--- src/rtl/baud_cmd_pkg.sv ---
package baud_cmd_pkg;
  localparam int DIV_W      = 10;
  localparam int PIN_W      = 3;
  localparam int BYTE_W     = 8;
  localparam int TICK_SHIFT = 4;

  typedef logic [DIV_W-1:0]  div_t;
  typedef logic [PIN_W-1:0]  pin_t;
  typedef logic [BYTE_W-1:0] byte_t;

  localparam pin_t  SW_CODE  = '1;
  localparam byte_t CHG_BYTE = 8'h11;
  localparam div_t  DEF_DIV  = div_t'(768);

  typedef enum logic [2:0] {RX_IDLE, RX_START, RX_DATA, RX_STOP, RX_COMMIT} rx_state_t;

  function automatic div_t pin_div(pin_t c);
    case (c)
      3'd1:    return div_t'(384);
      3'd2:    return div_t'(192);
      3'd3:    return div_t'(128);
      3'd4:    return div_t'(64);
      default: return DEF_DIV;
    endcase
  endfunction

  function automatic logic is_rate_byte(byte_t b);
    return (b == 8'h87) || (b == 8'h8B) || (b == 8'h85) || (b == 8'h83) || (b == 8'h81);
  endfunction

  function automatic div_t byte_div(byte_t b);
    case (b)
      8'h8B:   return div_t'(384);
      8'h85:   return div_t'(192);
      8'h83:   return div_t'(128);
      8'h81:   return div_t'(64);
      default: return DEF_DIV;
    endcase
  endfunction
endpackage

--- src/rtl/bitclk_gen.sv ---
module bitclk_gen
  import baud_cmd_pkg::*;
(
  input  logic clk,
  input  logic rst_n,
  input  div_t div_i,
  output logic tick_o
);
  div_t cnt_q;
  div_t limit_w;

  assign limit_w = (div_i >> TICK_SHIFT) - div_t'(1);
  assign tick_o  = (cnt_q >= limit_w);

  always_ff @(posedge clk) begin
    if (!rst_n)      cnt_q <= '0;
    else if (tick_o) cnt_q <= '0;
    else             cnt_q <= cnt_q + div_t'(1);
  end

  p_tick_spaced_r3: assert property (@(posedge clk) disable iff (!rst_n)
    tick_o |=> !tick_o);
endmodule

--- src/rtl/cmd_echo_rx.sv ---
module cmd_echo_rx
  import baud_cmd_pkg::*;
(
  input  logic  clk,
  input  logic  rst_n,
  input  logic  en_i,
  input  logic  rxd_i,
  input  div_t  div_i,
  input  logic  pend_ok_i,
  output logic  echo_o,
  output logic  idle_o,
  output logic  byte_done_o,
  output byte_t byte_o,
  output logic  commit_o
);
  rx_state_t st_q;
  div_t      cnt_q;
  logic [2:0] bitn_q;
  byte_t     shreg_q;
  logic      echo_q;

  logic samp_w, abort_w, cnt_zero_w;

  assign cnt_zero_w  = (cnt_q == '0);
  assign abort_w     = !en_i && (st_q != RX_IDLE);
  assign samp_w      = en_i && cnt_zero_w &&
                       ((st_q == RX_START) || (st_q == RX_DATA) || (st_q == RX_STOP));
  assign byte_done_o = samp_w && (st_q == RX_STOP) && rxd_i;
  assign commit_o    = en_i && cnt_zero_w && (st_q == RX_COMMIT);
  assign idle_o      = (st_q == RX_IDLE);
  assign echo_o      = echo_q;
  assign byte_o      = shreg_q;

  always_ff @(posedge clk) begin
    if (!rst_n) begin
      st_q    <= RX_IDLE;
      cnt_q   <= '0;
      bitn_q  <= '0;
      shreg_q <= '0;
      echo_q  <= 1'b1;
    end else if (abort_w) begin
      st_q   <= RX_IDLE;
      echo_q <= 1'b1;
    end else begin
      if (!cnt_zero_w) cnt_q <= cnt_q - div_t'(1);
      case (st_q)
        RX_IDLE: if (en_i && !rxd_i) begin
          st_q  <= RX_START;
          cnt_q <= (div_i >> 1) - div_t'(1);
        end
        RX_START: if (samp_w) begin
          echo_q <= rxd_i;
          if (rxd_i) st_q <= RX_IDLE;
          else begin
            st_q   <= RX_DATA;
            bitn_q <= '0;
            cnt_q  <= div_i - div_t'(1);
          end
        end
        RX_DATA: if (samp_w) begin
          echo_q  <= rxd_i;
          shreg_q <= {rxd_i, shreg_q[BYTE_W-1:1]};
          bitn_q  <= bitn_q + 3'd1;
          cnt_q   <= div_i - div_t'(1);
          if (bitn_q == 3'd7) st_q <= RX_STOP;
        end
        RX_STOP: if (samp_w) begin
          echo_q <= rxd_i;
          if (rxd_i && (shreg_q == CHG_BYTE) && pend_ok_i) begin
            st_q  <= RX_COMMIT;
            cnt_q <= div_i - div_t'(1);
          end else begin
            st_q <= RX_IDLE;
          end
        end
        RX_COMMIT: if (commit_o) st_q <= RX_IDLE;
        default: st_q <= RX_IDLE;
      endcase
    end
  end

  p_echo_on_sample_r6: assert property (@(posedge clk) disable iff (!rst_n)
    !$stable(echo_q) |-> $past(samp_w || abort_w));
  p_idle_echo_high_r6: assert property (@(posedge clk) disable iff (!rst_n)
    $past(abort_w) |-> echo_q);
endmodule

--- src/rtl/rate_keeper.sv ---
module rate_keeper
  import baud_cmd_pkg::*;
(
  input  logic  clk,
  input  logic  rst_n,
  input  pin_t  pins_i,
  input  logic  idle_i,
  input  logic  byte_done_i,
  input  byte_t byte_i,
  input  logic  commit_i,
  output logic  sw_mode_o,
  output logic  pend_ok_o,
  output div_t  div_o
);
  pin_t pin_q;
  div_t sw_div_q;
  div_t pend_div_q;
  logic pend_vld_q;
  logic rate_hit_w;

  assign rate_hit_w = byte_done_i && is_rate_byte(byte_i);
  assign sw_mode_o  = (pin_q == SW_CODE);
  assign pend_ok_o  = pend_vld_q;
  assign div_o      = sw_mode_o ? sw_div_q : pin_div(pin_q);

  always_ff @(posedge clk) begin
    if (!rst_n) begin
      pin_q      <= '0;
      sw_div_q   <= DEF_DIV;
      pend_div_q <= DEF_DIV;
      pend_vld_q <= 1'b0;
    end else begin
      if (idle_i) pin_q <= pins_i;
      if (rate_hit_w) begin
        pend_div_q <= byte_div(byte_i);
        pend_vld_q <= 1'b1;
      end
      if (commit_i) sw_div_q <= pend_div_q;
    end
  end

  p_div_held_busy_r4: assert property (@(posedge clk) disable iff (!rst_n)
    ($past(!idle_i) && $past(!commit_i)) |-> $stable(div_o));
  p_commit_needs_pend_r8: assert property (@(posedge clk) disable iff (!rst_n)
    commit_i |-> pend_vld_q);
  p_reserved_keeps_pend_r9: assert property (@(posedge clk) disable iff (!rst_n)
    (byte_done_i && !is_rate_byte(byte_i)) |=> ($stable(pend_div_q) && $stable(pend_vld_q)));
endmodule

--- src/rtl/baud_cmd_ctrl.sv ---
module baud_cmd_ctrl
  import baud_cmd_pkg::*;
(
  input  logic        clk,
  input  logic        rst_n,
  input  logic [2:0]  rate_pins,
  input  logic        cmd_sel_n,
  input  logic        host_txd,
  output logic        host_rxd,
  output logic        enc_txd,
  input  logic        dec_rxd,
  output logic [9:0]  bit_div,
  output logic        bit_tick
);
  logic [1:0] txd_sync_q, sel_sync_q;
  logic  sw_mode_w, cmd_mode_w, pend_ok_w;
  logic  echo_w, idle_w, byte_done_w, commit_w;
  byte_t byte_w;
  div_t  div_w;

  always_ff @(posedge clk) begin
    if (!rst_n) begin
      txd_sync_q <= '1;
      sel_sync_q <= '1;
    end else begin
      txd_sync_q <= {txd_sync_q[0], host_txd};
      sel_sync_q <= {sel_sync_q[0], cmd_sel_n};
    end
  end

  assign cmd_mode_w = sw_mode_w && !sel_sync_q[1];
  assign enc_txd    = cmd_mode_w ? 1'b1 : host_txd;
  assign host_rxd   = cmd_mode_w ? echo_w : dec_rxd;
  assign bit_div    = div_w;

  cmd_echo_rx u_rx (
    .clk(clk), .rst_n(rst_n), .en_i(cmd_mode_w), .rxd_i(txd_sync_q[1]),
    .div_i(div_w), .pend_ok_i(pend_ok_w), .echo_o(echo_w), .idle_o(idle_w),
    .byte_done_o(byte_done_w), .byte_o(byte_w), .commit_o(commit_w)
  );

  rate_keeper u_rate (
    .clk(clk), .rst_n(rst_n), .pins_i(rate_pins), .idle_i(idle_w),
    .byte_done_i(byte_done_w), .byte_i(byte_w), .commit_i(commit_w),
    .sw_mode_o(sw_mode_w), .pend_ok_o(pend_ok_w), .div_o(div_w)
  );

  bitclk_gen u_tick (
    .clk(clk), .rst_n(rst_n), .div_i(div_w), .tick_o(bit_tick)
  );
endmodule

--- config.mk ---
export PLATFORM = sky130hd
export DESIGN_NAME = baud_cmd_ctrl
export DESIGN_NICKNAME = d
export VERILOG_FILES = /design/src/rtl/baud_cmd_pkg.sv /design/src/rtl/bitclk_gen.sv /design/src/rtl/cmd_echo_rx.sv /design/src/rtl/rate_keeper.sv /design/src/rtl/baud_cmd_ctrl.sv
export SDC_FILE = /design/constraint.sdc
export NUM_CORES = 1
export LEC_CHECK = 0
export ABC_AREA = 1
export CAP_MARGIN = 20
export CORE_MARGIN = 2
export CORE_UTILIZATION = 40
export DETAILED_ROUTE_END_ITERATION = 16
export SLEW_MARGIN = 40
export SYNTH_ARGS = -nofsm -noshare
export SYNTH_HDL_FRONTEND = slang
export SYNTH_SLANG_ARGS = --single-unit
--- constraint.sdc ---
create_clock -name clk -period 3 [get_ports clk]
set_input_delay 0.6 -clock clk [delete_from_list [all_inputs] [get_ports clk]]
set_output_delay 0.6 -clock clk [all_outputs]
set_load 0.02 [all_outputs]
* After elaboration in Yosys (flattened, before gate mapping)
Cells that the tools add are included.
** Storage, ports and cells
- Bits in read-only memories :: 0
- Word-level logic and storage cells :: 101
- Memories :: 0
- Bits in latches :: 0
- Register bits after elaboration :: 63
- RAM bits :: 0
** Cells by class
- Muxes and demuxes :: 26
- Bitwise logic cells :: 2
- Reduce and logical (&&, ||, !) cells :: 31
- $mul :: 0
- Divide/modulo/power cells :: 0
- Equal/unequal tests :: 23
- Add/subtract/negate cells :: 6
- Shift operators :: 0
- Magnitude comparators :: 1
** Operators with widths (number)
- 10-bit case mux with 4 select lines :: 3
- 10-bit 2-to-1 mux :: 8
- 8-bit equality test (second input constant) :: 5
- 3-bit 2-to-1 mux :: 10
- 10-bit by 1-bit subtractor with 10-bit output (second input constant) :: 2
- 3-bit case mux with 5 select lines :: 1
- 3-bit by 2-bit equality test with 1-bit output (second input constant) :: 4
- 3-bit equality test (second input constant) :: 4
- 1-bit logical AND :: 11
- 10-bit by 1-bit adder with 10-bit output (second input constant) :: 1
- 10-bit >= comparator :: 1
- 10-bit logical NOT :: 1
- 9-bit by 1-bit subtractor with 10-bit output (second input constant) :: 1
- 8-bit by 5-bit equality test with 1-bit output (second input constant) :: 1
- 2-bit by 1-bit inequality test with 1-bit output (second input constant) :: 4
- 6-bit by 1-bit subtractor with 7-bit output (second input constant) :: 1
- 3-bit by 1-bit equality test with 1-bit output (second input constant) :: 2
- 1-bit logical OR :: 6
- 2-bit inequality test (second input constant) :: 3
- 3-bit case mux with 2 select lines :: 1
- 6-bit AND reduction :: 1
- 5-bit AND reduction :: 1
- 2-bit OR reduction :: 2
- 3-bit by 1-bit adder with 3-bit output (second input constant) :: 1
- 10 further kinds :: 14

* Depth between registers and ports, before layout
- Depth in word-level cells :: 7
- Depth in mapped cells :: 16

* Cells and area by module
From an unflattened synthesis, not the netlist that was laid out.
** Unflattened totals
- Cells, all modules :: 559
- Area, all modules :: 3616.0 µm²
** Modules (own cells, without submodules)
- cmd_echo_rx :: cells an instance 329, seq. area each 500.5 µm², times used 1, area each 2005.7 µm²
- bitclk_gen :: cells an instance 110, seq. area each 200.2 µm², times used 1, area each 789.5 µm²
- rate_keeper :: cells an instance 101, seq. area each 240.2 µm², times used 1, area each 680.7 µm²
- baud_cmd_ctrl :: cells an instance 19, seq. area each 80.1 µm², times used 1, area each 140.1 µm²

* Least setup slack after synthesis
OpenSTA, ideal clock, no wires.
- Kind :: register -> output
- From :: reg u_rate.pin_q[1]
- To :: out bit_tick
- Slack :: -0.199 ns
- Cell stages (with the launch flop) :: 12
- Data arrival time :: 2.599 ns
- Cell sequence :: dfxtp_1 > nand3_2 > o21ai_0 > inv_1 > ha_1 > xor2_1 > inv_1 > ha_1 > nand2_1 > o21ai_0 > nand2_1 > nand3_1
** Between the ends
- Longest elaborated chain between the ends :: 5
** Ends and longest elaborated chain
- start, declared :: RTL line rate_keeper.sv:15 : pin_t pin_q;
- start signal, assigned :: RTL line rate_keeper.sv:33 : if (idle_i) pin_q <= pins_i;
- 3-bit equality test, or another cell as far along :: RTL line baud_cmd_pkg.sv:18 : case (c)
- 10-bit case mux with 4 select lines :: RTL line baud_cmd_pkg.sv:18
- 10-bit 2-to-1 mux * :: RTL line rate_keeper.sv:24 : assign div_o = sw_mode_o ? sw_div_q : pin_div(pin_q);
- via bit_div[6] :: RTL line baud_cmd_ctrl.sv:12 : output logic [9:0] bit_div,
- 6-bit by 1-bit subtractor with 7-bit output * :: RTL line bitclk_gen.sv:12 : assign limit_w = (div_i >> TICK_SHIFT) - div_t'(1);
- 10-bit >= comparator * :: RTL line bitclk_gen.sv:13 : assign tick_o = (cnt_q >= limit_w);
- end, declared :: RTL line baud_cmd_ctrl.sv:13 : output logic bit_tick
The timed path passes the listed nets; every way through them passes the cells marked *.

* Worst setup path in the final report
- From :: reg u_rate.pin_q[2]
- To :: out bit_tick
** Between the ends
- Longest elaborated chain between the ends :: 5
** Ends and longest elaborated chain (RTL line)
- 3-bit equality test, or another cell as far along :: baud_cmd_pkg.sv:18
- 10-bit case mux with 4 select lines :: baud_cmd_pkg.sv:18
- 10-bit 2-to-1 mux * :: rate_keeper.sv:24
- 6-bit by 1-bit subtractor with 7-bit output * :: bitclk_gen.sv:12
- 10-bit >= comparator * :: bitclk_gen.sv:13
Mark *: on every way between the ends. The rest lies on a longest branch, timed or not.

==> summary.md <==
| Metric | Value |
|---|---|
| Finish-stage setup viols | 0 |
| Routed Antenna Nets | 0 |
| Switching part of the total | 42.7% |
| Final Cycle Share | 97.8% |
| Die X | 88.1 microns |
| Max-capacitance violation count | 0 |
| Ys Warns | 0 |
| Min Clock Period, post-route | 2.93 ns |
| Avg Inst Size Synth | 6.84 sq um |
| H-tree depth | 2 |
| CTS tree | built |
| Number of cell rows | 30 |
| Clock transition at the registers of the reported paths | approximately 0.1 ns |
| GPL Wtd Cong | 0.846 |
| Vias in the first global route | 2292 |
| Worst Setup Start Kind | register |
| Crit end category | output pin |
| Fillers | 712 |
| Final net count | approximately 470 |
| Worst path required time | 2.40 ns |
| Detail Placement HPWL | approximately 4400 microns |
| Clock network power share | 14.0% |
| Final hold vios | 0 |
| First-pass GRT wire length | approximately 10000 microns |
| CTS Sinks | 51 |
| Initial antenna violation count | 0 |
| CTS Buf Count | 5 |
| Syn Inst Count | ~410 |
| Layout cells sized above 1 | around 18% |
| Worst Path Arrival | 2.33 ns |
| Pwr dens | 862 nW/um^2 |
| Overall power | 2.93 mW |
| Final Hold Slack | 0.426 ns |
| Post-Synthesis Cell Area | between 2000 and 3000 sq um |
| Die area | 7750 sq um |
| DRC errors left | 0 |
| Setup CP Type | reg -> out |
| Worst R2R End | u_tick.cnt_q[2] |
| Fmax achieved | 341 MHz |
| Max-slew violation count | 0 |
| Post-synth top area cell | dfxtp_1 |
| Ranking of synthesized cells by area | dfxtp_1 36%, nand2_1 12%, nor2_1 8.1% |
| Seq pwr share | between 20 and 30% |
| Synth async-reset ratio | 0% |
| Most used DFF post-synth | dfxtp_1 |
| Die Y | 88.1 microns |
| Reg-to-Reg Start | u_rate.pin_q[2] |
| DR pass1 iterations | 5 |
| Avg WL per Cell | 11.4 microns |
| Port-buffer cells | 14 |
| Dpl ws | -0.214 ns |
| Post-synthesis sequential area ratio | 36.1% |
| Sw power | approximately 1.2 mW |
| Top cells by count, synth | 90 x nand2_1, 61 x nor2_1, 51 x dfxtp_1 |
| Clock Tree Buf Depth | 2 |
| DR vias/cell | 4.80 |
| Root Buffer | clkbuf_8 |
| Total Routing Usage GR | 15.9% |
| CP Max Fanout | 5 |
| IO Count | 21 |
| Combinational Power Share | 56.3% |
| Starting DRT DRC Count | 129 |
| Setup tns final | 0 ns |
| Largest net degree at the start of global routing | 29 |
| Synth top area share | 36.1% |
| Hold Startpoint | txd_sync_q[0] |
| Path type of the worst min-delay path | reg -> reg |
| Gr ovfl total | 0 |
| Worst vdd ir | 0.321 mV |
| EDFF count, synth | 0 |
| Area delta synth->final | 20.1% |
| Core area | just under 7000 sq um |
| Clock Latency Late Sink | 0.31 ns |
| R2R Setup Slk | 0.43 ns |
| Final setup margin | roughly 0.065 ns |
| Lkg Pwr | 1.52 nW |
| Netlist cell types | 36 |
| Worst Hold End | txd_sync_q[1] |
| Initial Utilization | 41.4% |
| Worst R2R Path Depth | 15 |
| Number of diodes | 0 |
| Clk_skew | approximately 0.012 ns |
| Status | finished, final reports clean |
| WL final | 6190 microns |
| Vias after detailed routing | 2608 |
| WHS Path Cells | 1 |
| Count leader, synth | nand2_1 |
| P_int | roughly 1.7 mW |
| Yosys reg bits | slightly above 50 |
[timing repair]
| item | in CTS | in global routing |
|---|---|---|
| resized for setup | 12 | 27 |
| endpoints found under the setup margin | 1 | 1 |
| pin swaps | 0 | 10 |
| hold buffers | 0 | 0 |
| cloned | 0 | 0 |
| setup buffers | 0 | 4 |
[placed cells by master (no fill, tap or decap), types with 5 or more instances in the layout]
cell / n
ha_1: 8
a21oi_1: 17
nand2_2: 7
dfxtp_1: 48
or2_2: 6
clkbuf_8: 5
nand2_1: 86
inv_2: 7
clkdlybuf4s50_1: 13
inv_1: 43
buf_4: 19
nand4_1: 9
a31oi_1: 5
nand3_1: 18
conb_1: 6
nor2_1: 58
o21ai_0: 30
nor3_1: 7
[critical path, stage by stage, from the launching register on]
cell	delay, ns
dfxtp_4	0.39
inv_1	0.07
buf_4	0.13
nand2_1	0.07
o21ai_2	0.06
inv_1	0.06
ha_2	0.20
buf_4	0.14
nand2_4	0.08
ha_4	0.29
nand2_1	0.07
nor2_1	0.12
nand3_1	0.14
nand3_2	0.10
buf_6	0.12
[routing by layer]
metal	track usage, %	wire length (microns)	vias to the layer above
met5	0	0	-
met4	4.55	58	0
met3	3.11	153	4
met2	28.2	3010	28
met1	19.6	2960	1187
li1	-	-	1389
[cell type report]
cell class,count,area [sq um],area share [%]
timing repair buffer,33,284,8.37
clock inverter,3,22.5,0.663
sequential,51,1030,30.4
tap,96,120,3.54
multi-input combinational,303,1670,49.2
inverter,52,195,5.75
clock buffer,5,68.8,2.03
[power by group through the flow]
stage          clock, mW  combinational [mW]  sequential [mW]
6_report           0.409                1.65            0.868
5_1_grt            0.445                1.87            0.882
4_1_cts            0.424                1.46            0.857
3_5_place_dp           0                1.43            0.862
3_3_place_gp           0                1.41            0.859
2_1_floorplan          0               0.945            0.843
[per-stage QoR]
step | std cells | area [sq um] | utilization (%)
floorplan | 418 | 2850 | -
global placement | 531 | 3140 | 45.9
detailed placement | 531 | 3140 | 45.9
CTS | 539 | 3240 | 47.5
global route | 543 | 3390 | 49.7
finish | 543 | 3390 | 49.7
[worst max path at each step]
| stage | from | end | cells past startpoint | slack [ns] |
|---|---|---|---|---|
| 6_report | u_rate.pin_q[2] | bit_tick | 14 | 0.07 |
| 5_1_grt | u_rate.pin_q[0] | bit_tick | 14 | -0.13 |
| 4_1_cts | u_rate.pin_q[2] | bit_tick | 14 | 0.02 |
| 3_5_place_dp | u_rate.pin_q[1] | bit_tick | 12 | -0.21 |
| 3_3_place_gp | u_rate.pin_q[1] | bit_tick | 12 | -0.15 |
| 2_1_floorplan | u_rate.pin_q[1] | bit_tick | 11 | 0.05 |
[cells by family after synthesis]
logic type | count (synthesis) | share of synthesized area [%]
adder cells (fa/ha/maj) | 13 | 5.75
XOR/XNOR | 6 | 1.86
flip-flops | 51 | 36.1
AO/OA/AOI/OAI | 66 | 12.4
AND/OR/NAND/NOR | 212 | 34.0
other | 1 | 0.133
buffers and inverters | 64 | 9.74
[state kept, by name (all words and copies together), names as in the netlist]
signal             cells
u_rate.pin_q           3
u_rx.bitn_q            3
u_rate.sw_div_q        4
u_rate.pend_div_q      4
txd_sync_q             2
u_rx.echo_o            1
u_tick.cnt_q          10
u_rx.st_q              3
u_rate.pend_ok_o       1
u_rx.byte_o            8
sel_sync_q             2
u_rx.cnt_q            10
No activity file was read; power rests on OpenSTA's default activity.
